==> src/rtl/core_pwr_pkg.sv <==
package core_pwr_pkg;

   localparam int MODE_W = 2;

   typedef enum logic [MODE_W-1:0] {
      PM_OFF    = 2'd0,
      PM_RESET  = 2'd1,
      PM_RETAIN = 2'd2,
      PM_ON     = 2'd3
   } pmode_e;

   typedef struct packed {
      logic pwr;
      logic clk;
      logic iso;
      logic rst;
      logic ret;
   } pctl_t;

   // Control word used during the single power-up step.
   localparam pctl_t PCTL_PWRUP = '{pwr: 1'b1, clk: 1'b0, iso: 1'b1, rst: 1'b1, ret: 1'b0};

   function automatic pctl_t mode_decode(input pmode_e m);
      pctl_t c;
      unique case (m)
         PM_OFF:    c = '{pwr: 1'b0, clk: 1'b0, iso: 1'b1, rst: 1'b1, ret: 1'b0};
         PM_RESET:  c = '{pwr: 1'b1, clk: 1'b0, iso: 1'b0, rst: 1'b1, ret: 1'b0};
         PM_RETAIN: c = '{pwr: 1'b0, clk: 1'b0, iso: 1'b1, rst: 1'b0, ret: 1'b1};
         default:   c = '{pwr: 1'b1, clk: 1'b1, iso: 1'b0, rst: 1'b0, ret: 1'b0};
      endcase
      return c;
   endfunction

   function automatic logic mode_powered(input pmode_e m);
      return (m == PM_RESET) || (m == PM_ON);
   endfunction

endpackage

==> src/rtl/pwr_key_reg.sv <==
module pwr_key_reg
   import core_pwr_pkg::*;
#(
   parameter int          DATA_W     = 32,
   parameter int          KEY_W      = 16,
   parameter logic [15:0] KEY_WRITE  = 16'h05FA,
   parameter logic [15:0] KEY_READ   = 16'hFA05,
   parameter int          RESET_MODE = 1
) (
   input  logic              clk,
   input  logic              rst_n,
   input  logic              wr_en,
   input  logic [DATA_W-1:0] wr_data,
   output pmode_e            mode_q,
   output logic              mode_change,
   output logic [DATA_W-1:0] rd_data
);

   localparam int PAD_W = DATA_W - KEY_W - MODE_W;

   logic   key_ok;
   logic   accept;
   pmode_e wr_mode;

   assign key_ok      = (wr_data[DATA_W-1 -: KEY_W] == KEY_WRITE[KEY_W-1:0]);
   assign accept      = wr_en && key_ok;
   assign wr_mode     = pmode_e'(wr_data[MODE_W-1:0]);
   assign mode_change = accept && (wr_mode != mode_q);

   always_ff @(posedge clk or negedge rst_n) begin
      if (!rst_n) begin
         mode_q <= pmode_e'(RESET_MODE[MODE_W-1:0]);
      end else if (accept) begin
         mode_q <= wr_mode;
      end
   end

   generate
      if (PAD_W > 0) begin : g_pad
         assign rd_data = {KEY_READ[KEY_W-1:0], {PAD_W{1'b0}}, mode_q};
      end else begin : g_nopad
         assign rd_data = {KEY_READ[KEY_W-1:0], mode_q};
      end
   endgenerate

endmodule

==> src/rtl/pwr_apply_seq.sv <==
module pwr_apply_seq
   import core_pwr_pkg::*;
#(
   parameter int RESET_MODE = 1
) (
   input  logic   clk,
   input  logic   rst_n,
   input  pmode_e mode_req,
   input  logic   mode_change,
   input  logic   deep_sleep,
   output pmode_e app_q,
   output logic   pwrup_q,
   output logic   done_q
);

   pmode_e target;
   logic   need_pwrup;

   // Retained mode waits for deep sleep; until then hold what is applied.
   always_comb begin
      if (mode_req == PM_RETAIN && !deep_sleep) begin
         target = app_q;
      end else begin
         target = mode_req;
      end
   end

   assign need_pwrup = !mode_powered(app_q) && mode_powered(target);

   always_ff @(posedge clk or negedge rst_n) begin
      if (!rst_n) begin
         app_q   <= pmode_e'(RESET_MODE[MODE_W-1:0]);
         pwrup_q <= 1'b0;
      end else if (pwrup_q) begin
         app_q   <= target;
         pwrup_q <= 1'b0;
      end else if (need_pwrup) begin
         pwrup_q <= 1'b1;
      end else begin
         app_q   <= target;
      end
   end

   always_ff @(posedge clk or negedge rst_n) begin
      if (!rst_n) begin
         done_q <= 1'b1;
      end else if (mode_change) begin
         done_q <= 1'b0;
      end else begin
         done_q <= (app_q == mode_req) && !pwrup_q;
      end
   end

endmodule

==> src/rtl/pwr_out_decode.sv <==
module pwr_out_decode
   import core_pwr_pkg::*;
#(
   parameter bit OUT_REG    = 1'b0,
   parameter int RESET_MODE = 1
) (
   input  logic   clk,
   input  logic   rst_n,
   input  pmode_e app_q,
   input  logic   pwrup_q,
   input  logic   done_in,
   output pctl_t  ctl,
   output logic   done_out
);

   pctl_t ctl_d;

   assign ctl_d = pwrup_q ? PCTL_PWRUP : mode_decode(app_q);

   generate
      if (OUT_REG) begin : g_reg
         pctl_t ctl_r;
         logic  done_r;
         always_ff @(posedge clk or negedge rst_n) begin
            if (!rst_n) begin
               ctl_r  <= mode_decode(pmode_e'(RESET_MODE[MODE_W-1:0]));
               done_r <= 1'b1;
            end else begin
               ctl_r  <= ctl_d;
               done_r <= done_in;
            end
         end
         assign ctl      = ctl_r;
         assign done_out = done_r;
      end else begin : g_comb
         assign ctl      = ctl_d;
         assign done_out = done_in;
      end
   endgenerate

endmodule

==> src/rtl/core_pwr_ctl.sv <==
module core_pwr_ctl
   import core_pwr_pkg::*;
#(
   parameter int          DATA_W     = 32,
   parameter int          KEY_W      = 16,
   parameter logic [15:0] KEY_WRITE  = 16'h05FA,
   parameter logic [15:0] KEY_READ   = 16'hFA05,
   parameter int          RESET_MODE = 1,
   parameter bit          OUT_REG    = 1'b0
) (
   input  logic              clk,
   input  logic              rst_n,
   input  logic              wr_en,
   input  logic [DATA_W-1:0] wr_data,
   output logic [DATA_W-1:0] rd_data,
   input  logic              core_deep_sleep,
   output logic              pwr_en,
   output logic              clk_en,
   output logic              iso_en,
   output logic              core_rst,
   output logic              ret_en,
   output logic              state_done
);

   generate
      if (KEY_W < 1 || KEY_W > 16) begin : g_bad_key
         $error("KEY_W must lie in 1..16");
      end
      if (DATA_W < KEY_W + MODE_W) begin : g_bad_width
         $error("DATA_W too small for key and mode fields");
      end
      if (RESET_MODE < 0 || RESET_MODE > 3) begin : g_bad_reset
         $error("RESET_MODE must lie in 0..3");
      end
   endgenerate

   pmode_e mode_q;
   pmode_e app_q;
   logic   mode_change;
   logic   pwrup_q;
   logic   done_q;
   pctl_t  ctl;

   pwr_key_reg #(
      .DATA_W     (DATA_W),
      .KEY_W      (KEY_W),
      .KEY_WRITE  (KEY_WRITE),
      .KEY_READ   (KEY_READ),
      .RESET_MODE (RESET_MODE)
   ) u_key_reg (
      .clk         (clk),
      .rst_n       (rst_n),
      .wr_en       (wr_en),
      .wr_data     (wr_data),
      .mode_q      (mode_q),
      .mode_change (mode_change),
      .rd_data     (rd_data)
   );

   pwr_apply_seq #(
      .RESET_MODE (RESET_MODE)
   ) u_apply (
      .clk         (clk),
      .rst_n       (rst_n),
      .mode_req    (mode_q),
      .mode_change (mode_change),
      .deep_sleep  (core_deep_sleep),
      .app_q       (app_q),
      .pwrup_q     (pwrup_q),
      .done_q      (done_q)
   );

   pwr_out_decode #(
      .OUT_REG    (OUT_REG),
      .RESET_MODE (RESET_MODE)
   ) u_decode (
      .clk      (clk),
      .rst_n    (rst_n),
      .app_q    (app_q),
      .pwrup_q  (pwrup_q),
      .done_in  (done_q),
      .ctl      (ctl),
      .done_out (state_done)
   );

   assign pwr_en   = ctl.pwr;
   assign clk_en   = ctl.clk;
   assign iso_en   = ctl.iso;
   assign core_rst = ctl.rst;
   assign ret_en   = ctl.ret;

endmodule

==> config.mk <==
export PLATFORM = sky130hd
export DESIGN_NAME = core_pwr_ctl
export DESIGN_NICKNAME = d
export VERILOG_FILES = /design/src/rtl/core_pwr_pkg.sv /design/src/rtl/pwr_key_reg.sv /design/src/rtl/pwr_apply_seq.sv /design/src/rtl/pwr_out_decode.sv /design/src/rtl/core_pwr_ctl.sv
export SDC_FILE = /design/constraint.sdc
export NUM_CORES = 1
export LEC_CHECK = 0
export BUFFER_PORTS_ARGS = -buffer_cell sky130_fd_sc_hd__buf_2
export CAP_MARGIN = 20
export CORE_MARGIN = 2
export CORE_UTILIZATION = 34
export DETAILED_ROUTE_END_ITERATION = 8
export HOLD_SLACK_MARGIN = 0.1
export PLACE_DENSITY = 0.82
export SETUP_SLACK_MARGIN = 0.4
export SYNTH_ARGS = -nofsm -noshare
export SYNTH_HDL_FRONTEND = slang
export SYNTH_SLANG_ARGS = --single-unit
==> constraint.sdc <==
create_clock -name clk -period 3.9 [get_ports clk]
set_clock_uncertainty 0.15 [all_clocks]
set_input_delay 0.78 -clock clk [delete_from_list [all_inputs] [get_ports clk]]
set_output_delay 0.78 -clock clk [all_outputs]
set_load 0.03 [all_outputs]
==> results by group, run 1 <==
Final layout
  – Count of inserted antenna diode cells: 0
  – Area growth from synthesis to layout: 11.48%
  – Top library cells by usage in the layout, fill and taps aside: sky130_fd_sc_hd__conb_1, sky130_fd_sc_hd__buf_2, sky130_fd_sc_hd__nor2_1
  – Share of post-route cells with drive strength above 1: 40.40%
  – Total Nets Final: 136
  – Final core utilization: 39.56%
  – Count of filler cells inserted in the layout: 176
  – Most common library cell in the layout ignoring fill and taps: sky130_fd_sc_hd__conb_1

STA
  – RSZ-0062 raised after global routing: no
  – Final setup violation count: 0
  – Share of the clock period used by the worst path after layout: 53.14%
  – Count of pins over their slew limit: 0
  – Count of final hold-check violations: 0
  – Highest attainable clock frequency: 0.4825 GHz
  – Final critical-path required period: 2.073 ns
  – Final worst slack: 1.828 ns
  – Total Negative Setup Slacks: 0 ns

Critical path
  – Slowest cell on the critical path: sky130_fd_sc_hd__dfstp_2
  – Worst path buffer plus inverter count: 1
  – Critical Path Source Type: flip-flop
  – Data required time at the worst endpoint: 2.97 ns
  – Worst path cell trace: nand2b_1 > nor2_1 > buf_2
  – Endpoint class of the critical path: output pin
  – Critical path fanouts, max: 4
  – Top delay family on crit path: flip-flops
  – Worst setup slack for register-to-register paths: 2.48 ns
  – Maximum cell stage delay along the critical path: 0.55 ns
  – Data arrival time of the critical path: 1.14 ns
  – Crit Path Class: flip-flop to output pin

Drt
  – Antenna-violating nets left: 0
  – Number of design rule violations left after detail routing: 0
  – Routed length per instance: 8.457 um
  – Wirelength, routed: a little under 1000 um
  – Routed via count divided by cell count: 3.974
  – First drt pass iteration count: 4
  – Via count: ~460
  – Iteration-0 DRC Markers: 5

Placement
  – Count of buffers inserted at the top-level ports: 29
  – Weighted congestion reported at the end of routability-driven placement: 0.6740
  – Post-DP HPWL: 893.7 um
  – Worst slack at placement: 1.642 ns

CTS
  – Worst-skew pair later-pin latency: 0.24 ns
  – Clock edge transition at the registers on the reported setup and hold paths: roughly 0.05 ns
  – CTS resizes: 0
  – Clock buffers created by TritonCTS: 3
  – Root cell of the clock tree: sky130_fd_sc_hd__clkbuf_4
  – Number of hold-repair buffers added at the cts stage: 0
  – CTS H-tree depth: 1
  – Count of buffers added by post-CTS timing repair for setup: 0
  – Clock tree from TritonCTS: done
  – Number of sinks on the clock net: 6
  – Buffers from clock root to sink, at most: 2

Logic synthesis
  – Cell count after synthesis: 69
  – Average footprint of a synthesized cell: 8.686 sq um
  – Register area share after synthesis: 25.68%
  – Library cells used by synthesis: 21
  – Yosys warning total: 0
  – Synth Register Bits: 6
  – Mapped Area: 599.3 sq um

Die
  – Top Ports: 74
  – Placeable core region: 1689 sq um
  – Die Y: 45.99 um
  – Initial Utilization: 35.48%
  – Number of cell rows: 15
  – Die outline area: 2115 sq um
  – Chip width: 45.99 um

Power
  – Switching Power: ~0.066 mW
  – Relative contribution of combinational cells to total power: 30.5%
  – Sw Share: 37.14%
  – Power per cell area: between 200 and 300 nW/um^2
  – Clock Power Share: about 34%
  – LEAKAGE: 0.4016 nW
  – Flop pwr share: 35.4%
  – Worst supply voltage drop on vdd: 0.0001091 V
  – Total internal power: 0.1112 mW

GRT
  – Total GRT Usage: 10.17%
  – Number of antenna violations at the first check in global routing: 0
  – Wire length of the first global-routing pass: 1476 um
  – Pin count of the biggest net entering global routing: 9
  – Grt total ovfl: 0
  – Vias in the first global route: 387

Job
  – Maximum capacitance violations: 0

Hold path
  – Path category of the worst min-delay check: primary input to asynchronous set/reset pin

Status
  – Outcome: complete, no violations
-- routing by layer --
| layer | vias up | global-route usage [%] | wire (um) | share of wire [%] |
|---|---|---|---|---|
| li1 | 220 | - | - | - |
| met1 | 202 | 7.914 | 290 | 30 |
| met4 | 0 | 9.714 | 33 | 3.4 |
| met5 | - | 0 | 0 | 0 |
| met2 | 35 | 18.33 | 548 | 56 |
| met3 | 4 | 3.968 | 108 | 11 |
-- worst reg2reg max path: cells and delay by family (launching register included) --
family | cells | cell delay (ns)
AND/OR/NAND/NOR | 1 | 0.06
AO/OA/AOI/OAI | 1 | 0.37
XOR/XNOR | 1 | 0.13
flip-flops | 1 | 0.59
-- layout make-up --
class	count	area, sq um	share of cell area, %
clock buffers	4	26.28	3.933
inverters	3	11.26	1.685
multi-input cells	57	310.3	46.44
flip-flops and latches	6	153.9	23.03
well taps	17	21.27	3.184
repair buffers	29	145.1	21.72
-- synth_stat cells --
| cell type | instances | area share [%] |
|---|---|---|
| sky130_fd_sc_hd__nand4b_1 | 1 | 1.5 |
| sky130_fd_sc_hd__nor2_1 | 7 | 4.4 |
| sky130_fd_sc_hd__and4bb_2 | 1 | 2.1 |
| sky130_fd_sc_hd__dfrtp_1 | 3 | 13 |
| sky130_fd_sc_hd__xnor2_1 | 2 | 2.9 |
| sky130_fd_sc_hd__nor4_4 | 1 | 3.5 |
| sky130_fd_sc_hd__and2_1 | 1 | 1.0 |
| sky130_fd_sc_hd__o22a_1 | 1 | 1.5 |
| sky130_fd_sc_hd__inv_1 | 3 | 1.9 |
| sky130_fd_sc_hd__a21oi_1 | 2 | 1.7 |
| sky130_fd_sc_hd__nand3_1 | 2 | 1.7 |
| sky130_fd_sc_hd__nand2_1 | 1 | 0.63 |
| sky130_fd_sc_hd__xor2_1 | 2 | 2.9 |
| sky130_fd_sc_hd__a2111oi_0 | 1 | 1.5 |
| sky130_fd_sc_hd__dfstp_2 | 3 | 13 |
| sky130_fd_sc_hd__clkbuf_1 | 1 | 0.63 |
| sky130_fd_sc_hd__mux2_2 | 2 | 3.8 |
| sky130_fd_sc_hd__or3_4 | 1 | 1.9 |
| sky130_fd_sc_hd__conb_1 | 2 | 1.3 |
| sky130_fd_sc_hd__buf_4 | 30 | 38 |
| sky130_fd_sc_hd__nand2b_1 | 2 | 2.1 |
-- stage by stage --
step                hold slack [ns]  total power [mW]  cells  area (sq um)
CTS                          0.1972            0.1794    116         668.1
floorplan                    0.2834            0.1285     97         704.4
global route                 0.1964            0.1899    116         668.1
detailed placement           0.3264            0.1170    112         641.9
finish                       0.2014            0.1770    116         668.1
global placement             0.3105            0.1164    112         641.9
-- cell families after synthesis --
| group | share of synthesized area [%] |
|---|---|
| other | 1.253 |
| AND/OR/NAND/NOR | 18.79 |
| buffers and inverters | 40.08 |
| AO/OA/AOI/OAI | 4.594 |
| flip-flops | 25.68 |
| XOR/XNOR | 5.847 |
| multiplexers | 3.758 |
-- final timing paths --
path | from | to | depth (start not counted)
max in group asynchronous | rst_n | u_apply.done_q | 1
setup / recovery | u_apply.app_q[0] | clk_en | 3
hold reg to reg | u_apply.pwrup_q | u_apply.done_q | 1
min in group clk | u_apply.pwrup_q | u_apply.done_q | 1
hold / removal | rst_n | asynchronous set/reset pin | 1
setup reg to reg | u_key_reg.mode_q[0] | u_apply.done_q | 3
-- power groups by stage --
stage | Combinational, mW | Sequential, mW | Clock, mW
finish | 0.0539 | 0.0627 | 0.0604
global route | 0.0588 | 0.0625 | 0.0686
CTS | 0.0536 | 0.0626 | 0.0632
detailed placement | 0.0535 | 0.0635 | 0
global placement | 0.0529 | 0.0635 | 0
floorplan | 0.0650 | 0.0635 | 0
(Power assumes the default switching activity.)
==> run 2, diff against run 1 <==
--- a/config.mk
+++ b/config.mk
@@ -8,10 +8,10 @@
 export BUFFER_PORTS_ARGS = -buffer_cell sky130_fd_sc_hd__buf_2
 export CAP_MARGIN = 20
 export CORE_MARGIN = 2
-export CORE_UTILIZATION = 34
+export CORE_UTILIZATION = 29
 export DETAILED_ROUTE_END_ITERATION = 8
 export HOLD_SLACK_MARGIN = 0.1
-export PLACE_DENSITY = 0.82
+export PLACE_DENSITY = 0.74
 export SETUP_SLACK_MARGIN = 0.4
 export SYNTH_ARGS = -nofsm -noshare
 export SYNTH_HDL_FRONTEND = slang
==> constraint.sdc (replaced) <==
create_clock -name clk -period 1.9 [get_ports clk]
set_clock_uncertainty 0.15 [all_clocks]
set_input_delay 0.38 -clock clk [delete_from_list [all_inputs] [get_ports clk]]
set_output_delay 0.38 -clock clk [all_outputs]
set_load 0.03 [all_outputs]
==> run 2 against run 1 <==
  * Register-to-register slack lost 2.0 ns
  * Flip-flop and latch count is the same
  * Count of clock-buffer cells in the layout is the same
==> results by group, run 2 (synthesis gave the netlist of run 1 again) <==
CTS
  – Worst-skew pair later-pin latency: 0.25 ns
  – Root cell of the clock tree: sky130_fd_sc_hd__clkbuf_4
  – Clock tree from TritonCTS: done
  – Clock buffers created by TritonCTS: 3
  – Buffers from clock root to sink, at most: 2
  – Number of sinks on the clock net: 6
  – Clock edge transition at the registers on the reported setup and hold paths: 0.05 ns
  – CTS H-tree depth: 1

Final layout
  – Combined area of the multi-input logic cells: 344.1 sq um
  – Count of inserted antenna diode cells: 0
  – Top library cells by usage in the layout, fill and taps aside: sky130_fd_sc_hd__conb_1, sky130_fd_sc_hd__buf_2, sky130_fd_sc_hd__buf_6
  – Storage cell area: 153.9 sq um
  – Share of post-route cells with drive strength above 1: 48.57%
  – Final standard cell area without fillers: 818.3 sq um
  – Area growth from synthesis to layout: 36.53%
  – Count of filler cells inserted in the layout: 200
  – Total Nets Final: around 140
  – Final core utilization: 41.71%
  – Most common library cell in the layout ignoring fill and taps: sky130_fd_sc_hd__conb_1

Critical path
  – Reg2reg path depth: 4
  – Critical Path Source Type: flip-flop
  – R2r startpoint: u_apply.app_q[0]
  – Worst setup slack for register-to-register paths: 0.52 ns
  – Endpoint class of the critical path: output pin
  – Critical Path Source: u_apply.pwrup_q
  – Data arrival time of the critical path: 1.13 ns
  – Crit Path Class: flip-flop to output pin
  – Critical path fanouts, max: 4
  – Data required time at the worst endpoint: 1.37 ns
  – Endpoint of the worst setup timing path: ret_en

Die
  – Chip width: between 40 and 50 um
  – Initial Utilization: 30.55%
  – Top Ports: 74
  – Placeable core region: 1962 sq um
  – Die outline area: 2446 sq um
  – Number of cell rows: 16
  – Die Y: 49.46 um

Drt
  – Wirelength, routed: 1305 um
  – Iteration-0 DRC Markers: 5
  – First drt pass iteration count: 4
  – Via count: 499
  – Routed length per instance: 9.886 um
  – Antenna-violating nets left: 0
  – Routed via count divided by cell count: 3.780
  – Number of design rule violations left after detail routing: 0

STA
  – Final worst slack: 0.2379 ns
  – Total Negative Setup Slacks: 0 ns
  – Count of final hold-check violations: 0
  – Share of the clock period used by the worst path after layout: 87.48%
  – Final setup violation count: 0
  – Final critical-path required period: 1.662 ns
  – Count of pins over their slew limit: 0
  – Highest attainable clock frequency: 0.6017 GHz
  – RSZ-0062 raised after global routing: yes

GRT
  – Vias in the first global route: around 440
  – Grt total ovfl: 0
  – Global routing usage on met1: about 8.6%
  – Busiest grt layer: met2
  – Total GRT Usage: 9.585%
  – Fraction of met3 tracks used by global routing: 2.727%
  – Pin count of the biggest net entering global routing: 7
  – Number of antenna violations at the first check in global routing: 0
  – Wire length of the first global-routing pass: ~1700 um
  – Met2 demand-to-capacity share in global routing: a little under a fifth

Power
  – Power per cell area: 460.5 nW/um^2
  – Worst supply voltage drop on vdd: between 0.00015 and 0.0002 V
  – Total chip power: roughly 0.38 mW
  – LEAKAGE: 0.4491 nW

Placement
  – Weighted congestion reported at the end of routability-driven placement: 0.6997
  – Post-DP HPWL: 906 um
  – Worst slack at placement: ~0.11 ns
  – Count of buffers inserted at the top-level ports: 29
  – Cell Area, Placed: 673.1 sq um

Job
  – Maximum capacitance violations: 0

Status
  – Outcome: complete, no violations

Hold path
  – Hold path startpoint: wr_data[1]
  – Path category of the worst min-delay check: primary input to flip-flop
run 2: timing repair:
item                                    CTS  global route
endpoints found under the setup margin    8             9
endpoints found under the hold margin     6             0
hold buffers                              1             0
gates resized for setup                  13             8
buffers inserted                          3             2
pin swaps                                 3             2
run 2: worst min path at each step:
stage / to / slack (ns) / cells past startpoint
final: u_key_reg.mode_q[1] / 0.25 / 2
after global routing: u_key_reg.mode_q[1] / 0.24 / 2
after CTS: u_key_reg.mode_q[1] / 0.24 / 2
after detailed placement: u_key_reg.mode_q[1] / 0.06 / 1
after global placement: u_key_reg.mode_q[1] / 0.06 / 1
after floorplan: asynchronous set/reset pin / -0.07 / 0
run 2: report_power, final:
group          total (mW)  internal (mW)  switching (mW)
registers           0.129          0.129       0.0000480
logic               0.118         0.0257          0.0925
clock network       0.130         0.0798          0.0503
run 2: routing by layer:
layer | vias up | wire (um)
met3 | 2 | 97
met2 | 26 | 759
li1 | 232 | -
met1 | 239 | 432
met5 | - | 0
met4 | 0 | 17
run 2: layout make-up:
cell class	instances	area share (%)
inverters	3	1.376
multi-input cells	57	42.05
well taps	27	4.128
flip-flops and latches	6	18.81
repair buffers	35	30.43
clock buffers	4	3.211
run 2: metrics by stage:
step / hold WS [ns] / std cells
after global placement: 0.05619 / 122
after global routing: 0.2404 / 132
after detailed placement: 0.05982 / 122
after CTS: 0.2378 / 130
final: 0.2479 / 132
after floorplan: -0.06559 / 97
run 2: worst max-delay path, stage by stage (launching register included):
cell and delay, ns:
sky130_fd_sc_hd__dfrtp_1 0.40, sky130_fd_sc_hd__nor2_2 0.16, sky130_fd_sc_hd__inv_2 0.07, sky130_fd_sc_hd__nor2_2 0.11, sky130_fd_sc_hd__buf_6 0.14
